File: src/rtl/irq_status_ctrl.sv
module irq_status_ctrl #(
  parameter int NUM_REQ = 11,
  parameter logic [31:0] STAT_ADDR = 32'h0,
  parameter logic [31:0] MASK_ADDR = 32'h4
) (
  input  logic               clk,
  input  logic               rst_n,
  input  logic [NUM_REQ-1:0] req,
  input  logic [31:0]        addr,
  input  logic               wr_en,
  input  logic [31:0]        wdata,
  input  logic               rd_en,
  output logic [31:0]        rdata,
  output logic               cpu_irq,
  output logic               any_pend
);
  localparam int PAD = 32 - NUM_REQ;

  logic [NUM_REQ-1:0] stat_q, mask_q, req_q, rise;
  logic stat_hit, mask_hit;

  assign rise     = req & ~req_q;
  assign stat_hit = (addr == STAT_ADDR);
  assign mask_hit = (addr == MASK_ADDR);
  assign any_pend = |stat_q;

  always_ff @(posedge clk) begin
    if (!rst_n) begin
      req_q  <= '0;
      stat_q <= '0;
      mask_q <= '0;
    end else begin
      req_q <= req;
      if (wr_en && stat_hit) stat_q <= (stat_q & wdata[NUM_REQ-1:0]) | rise;
      else                   stat_q <= stat_q | rise;
      if (wr_en && mask_hit) mask_q <= wdata[NUM_REQ-1:0];
    end
  end

  always_ff @(posedge clk) begin
    if (!rst_n) begin
      cpu_irq <= 1'b0;
      rdata   <= '0;
    end else begin
      cpu_irq <= |(stat_q & mask_q);
      if (rd_en) begin
        if (stat_hit)      rdata <= {{PAD{1'b0}}, stat_q};
        else if (mask_hit) rdata <= {{PAD{1'b0}}, mask_q};
        else               rdata <= '1;
      end
    end
  end


  sticky_chk: assert property (@(posedge clk) disable iff (!rst_n)
    !(wr_en && stat_hit) |=> ((stat_q & $past(stat_q)) == $past(stat_q)));

  unmapped_chk: assert property (@(posedge clk) disable iff (!rst_n)
    (wr_en && !stat_hit && !mask_hit) |=> $stable(mask_q));

  irq_lag_chk: assert property (@(posedge clk) disable iff (!rst_n)
    (|(stat_q & mask_q)) |=> cpu_irq);

  pend_chk: assert property (@(posedge clk) disable iff (!rst_n)
    any_pend == (stat_q != '0));

  req_wins_chk: assert property (@(posedge clk) disable iff (!rst_n)
    (|rise) |=> ((stat_q & $past(rise)) == $past(rise)));
endmodule

File: config.mk
export PLATFORM = sky130hd
export DESIGN_NAME = irq_status_ctrl
export DESIGN_NICKNAME = d
export VERILOG_FILES = /design/src/rtl/irq_status_ctrl.sv
export SDC_FILE = /design/constraint.sdc
export NUM_CORES = 1
export LEC_CHECK = 0
export BUFFER_PORTS_ARGS = -buffer_cell sky130_fd_sc_hd__buf_4
export CORE_ASPECT_RATIO = 0.9
export CORE_MARGIN = 1
export CORE_UTILIZATION = 44
export DETAILED_ROUTE_END_ITERATION = 10
export PLACE_DENSITY = 0.88
export SYNTH_ARGS = -nofsm -noshare
export SYNTH_HDL_FRONTEND = slang
export SYNTH_SLANG_ARGS = --single-unit
File: constraint.sdc
create_clock -name clk -period 1.6 [get_ports clk]
set_input_delay 0 -clock clk [delete_from_list [all_inputs] [get_ports clk]]
set_output_delay 0 -clock clk [all_outputs]
set_load 0.01 [all_outputs]
==> flow_results.org <==
** Place
- Including well taps, the total number of placed cells is 350.
- Gpl congestion :: 0.7993
- Dpl hpwl :: 3311 um
- Number of port buffers :: 91

** Floorplanning
- In this run the core area contains 22 standard-cell rows.
- Starting Density :: 0.4758
- Die Span X :: 73.37 um
- During I/O placement, the number of pins put on the boundary was about 110.
- In this run the standard cell core region covers 0.004239 sq mm.
- The die covers 0.004859 sq mm.
- From bottom edge to top edge, the die measures 66.23 um.

** Timing
- Setup repair after global routing left no endpoint under its margin.
- Highest attainable clock frequency :: 0.7875 GHz
- Worst Max-Slew Pin Slew :: 0.4629 ns
- Setup violations remaining at the end of the flow were counted as 0.
- The final number of max-transition violations was 0.
- Final setup skew :: 0.004892 ns
- Sum Neg Setup Slack :: 0 ns
- Share of the cycle needed by the critical path after routing :: 0.7936
- The hold violation count in the final report was 0.
- The smallest clock period supported by the final layout is computed as 1.270 ns.
- Normalized max-slew margin :: 0.6914

** Synth
- By count the netlist is led by sky130_fd_sc_hd__dfxtp_1, sky130_fd_sc_hd__nand2_1, sky130_fd_sc_hd__mux2i_1, sky130_fd_sc_hd__o21ai_0, sky130_fd_sc_hd__buf_4.
- Asr flop ratio synth :: 0
- Avg Inst Size Synth :: 8.885 sq um
- Fraction of the yosys area taken by sequential cells :: 0.4566
- Most frequently used cell type in the post-synthesis netlist :: sky130_fd_sc_hd__dfxtp_1
- Synthesized netlist net count :: a little over 300
- In this run, synthesis produced a sequential element count of 46.
- For this run, the leading register cell type out of synthesis is sky130_fd_sc_hd__dfxtp_1.
- Synth top area share :: 0.4566
- By area the synthesized netlist is led by sky130_fd_sc_hd__dfxtp_1, sky130_fd_sc_hd__mux2i_1, sky130_fd_sc_hd__buf_4, sky130_fd_sc_hd__o21ai_0, sky130_fd_sc_hd__nand2_1.
- Area leader, netlist :: sky130_fd_sc_hd__dfxtp_1
- Post-synth design cell area :: 0.002017 sq mm
- Yosys printed 0 warnings.
- The synthesized design contains 0 enable-type register cells.
- Gate count of the mapped netlist :: 227
- Count of cell types in the netlist :: 22

** Setup path
- For the worst setup path, the data required time is 1.60 ns.
- Startpoint class of the critical path :: register
- CP max FO :: 4
- Crit Path Category :: reg -> out
- STA classifies the critical path endpoint as an output port.
- Launch point of the worst path :: stat_q[8]$_SDFF_PN0_
- Worst endpoint data arrival time :: around 1.3 ns
- The worst register-to-register path begins at stat_q[9]$_SDFF_PN0_.

** Clock network
- Post-CTS Setup Bufs :: 0
- Count of cells resized by post-cts repair :: 0
- The later pin in the worst-skew pair is clocked with a latency of 0.30 ns.
- Clock-pin slew on the worst setup and hold paths :: 0.08 ns
- Sinks on Clock Net :: 46
- TritonCTS built the clock tree.
- The number of hold buffers added after CTS was 22.
- Number of buffers created by CTS :: 5
- Max H-tree Level :: 2
- Buffer cell driving the clock tree root :: sky130_fd_sc_hd__clkbuf_8
- Worst-case clock buffer depth :: 2

** Drt
- In this run, the number of DRC markers left after iteration 0 of detailed routing was 84.
- Vias per inst :: 4.974
- Number of optimization iterations in the first detailed-route pass :: 4
- The count of nets left with antenna violations once routing finished came out at 0.
- Sum of routed wire length over all layers :: 4796 um
- The routed layout has around 1900 vias.
- Post-route DRC violation count :: 0
- After detailed routing, the average wire length per cell comes to 12.62 um.

** Flow run
- The tool flagged a number of max-cap violations equal to 0.

** Final layout
- Multi-input logic area :: 885.9 sq um
- Excluding fillers, the count of instances in the completed layout stands at 380.
- Of the cells placed in the final design, the portion with a size suffix greater than 1 is 0.3219.
- Antenna Diode Count :: 0
- Sequential Area :: 920.9 sq um
- From synthesis to final layout, the design area changed by 44.85%.
- Final layout net count :: 398
- Counting the fill cells in the layout gives 334.

** GRT
- Remaining global-route overflow :: 0
- Global-route usage over all layers :: 0.2099
- Initial antenna violation count :: 0
- Maximum number of pins on one net before global-route repair :: 57
- First-pass GRT wire length :: 7652 um
- The via count of the first global-routing pass was around 1700.

** Pwr
- Power Density :: between 800 and 900 mW/mm^2
- IR analysis of the VDD net gives a maximum drop of 0.5548 mV.
- Summed over all cells, the static leakage comes to 1.274 nW.
- Final Total Pwr :: 0.002343 W

** Status
- Result of the run :: finished, final reports clean

** Worst hold path
- Hold Crit Class :: in -> reg
- Startpoint of the lowest-slack hold path :: rd_en
-- worst max-delay path, cell delays in order, from the launching register on --
cell	delay (ns)
sky130_fd_sc_hd__dfxtp_1	0.36
sky130_fd_sc_hd__nor4_1	0.31
sky130_fd_sc_hd__nand3_1	0.13
sky130_fd_sc_hd__buf_4	0.17
-- per-stage QoR --
stage | area, sq um | worst slack (ns) | util | hold WS, ns
final | 2922 | 0.3302 | 0.6892 | 0.04052
after global routing | 2922 | 0.1886 | 0.6892 | 0.04659
after CTS | 2922 | 0.3060 | 0.6892 | 0.02505
after detailed placement | 2615 | 0.2082 | 0.6169 | 0.2145
after global placement | 2615 | 0.2861 | 0.6169 | 0.2098
after floorplan | 2017 | 0.4653 | - | 0.1217
-- sequential cells by signal (all words and copies together) (netlist names) --
signal and count:
rdata 12, mask_q 11, req_q 11, stat_q 11
cpu_irq 1
-- worst paths after layout --
kind	endpoint	slack, ns	cells after the start
hold reg to reg	mask_q[5]$_SDFFE_PN0P_	0.48	2
setup reg to reg	cpu_irq$_SDFF_PN0_	0.53	3
setup / recovery	any_pend	0.33	3
hold / removal	rdata[4]$_SDFFE_PN0P_	0.04	2
-- per-layer routing --
metal	share of wire	track usage
met5	0	0
met2	0.47	0.3299
met1	0.45	0.2704
met4	0.015	0.07692
met3	0.074	0.06402
-- area by class of cell --
type	instances	area share
well taps	60	0.02570
repair buffers	117	0.3238
clock inverters	2	0.004711
clock buffers	6	0.02484
flip-flops and latches	46	0.3152
multi-input cells	147	0.3032
inverters	2	0.002570
-- where the power goes --
part           switching [W]  internal (W)  leakage [nW]  total [W]
Clock               0.000374      0.000308        0.0452   0.000682
Sequential         0.0000390       0.00120         0.381    0.00124
Combinational       0.000172      0.000249         0.848   0.000421
-- cells by family after synthesis --
family / Yosys count / share of synthesized area
buffers and inverters: 34 / 0.1042
flip-flops: 46 / 0.4566
multiplexers: 22 / 0.1092
AO/OA/AOI/OAI: 51 / 0.1452
AND/OR/NAND/NOR: 74 / 0.1849
-- cells in the final DEF, fill, tap and decap left out --
| master | netlist | routed |
|---|---|---|
| sky130_fd_sc_hd__a211oi_1 | 1 | 1 |
| sky130_fd_sc_hd__a21oi_1 | 11 | 11 |
| sky130_fd_sc_hd__a221oi_1 | 2 | 2 |
| sky130_fd_sc_hd__a222oi_1 | 1 | 1 |
| sky130_fd_sc_hd__a22o_1 | 2 | 2 |
| sky130_fd_sc_hd__a31oi_1 | 12 | 12 |
| sky130_fd_sc_hd__and2_1 | 11 | 11 |
| sky130_fd_sc_hd__buf_12 | 0 | 1 |
| sky130_fd_sc_hd__buf_4 | 21 | 94 |
| sky130_fd_sc_hd__clkbuf_1 | 8 | 1 |
| sky130_fd_sc_hd__clkbuf_8 | 0 | 5 |
| sky130_fd_sc_hd__clkinv_2 | 0 | 1 |
| sky130_fd_sc_hd__clkinv_4 | 0 | 1 |
| sky130_fd_sc_hd__dfxtp_1 | 46 | 46 |
| sky130_fd_sc_hd__dlygate4sd3_1 | 0 | 22 |
| sky130_fd_sc_hd__inv_1 | 2 | 2 |
| sky130_fd_sc_hd__mux2i_1 | 22 | 22 |
| sky130_fd_sc_hd__nand2_1 | 23 | 23 |
| sky130_fd_sc_hd__nand3_1 | 1 | 1 |
| sky130_fd_sc_hd__nand4_1 | 2 | 2 |
| sky130_fd_sc_hd__nor2_1 | 13 | 13 |
| sky130_fd_sc_hd__nor2b_1 | 11 | 11 |
| sky130_fd_sc_hd__nor3_1 | 2 | 2 |
| sky130_fd_sc_hd__nor3_2 | 1 | 1 |
| sky130_fd_sc_hd__nor4_1 | 10 | 10 |
| sky130_fd_sc_hd__o21ai_0 | 22 | 22 |
(Power assumes the default switching activity.)
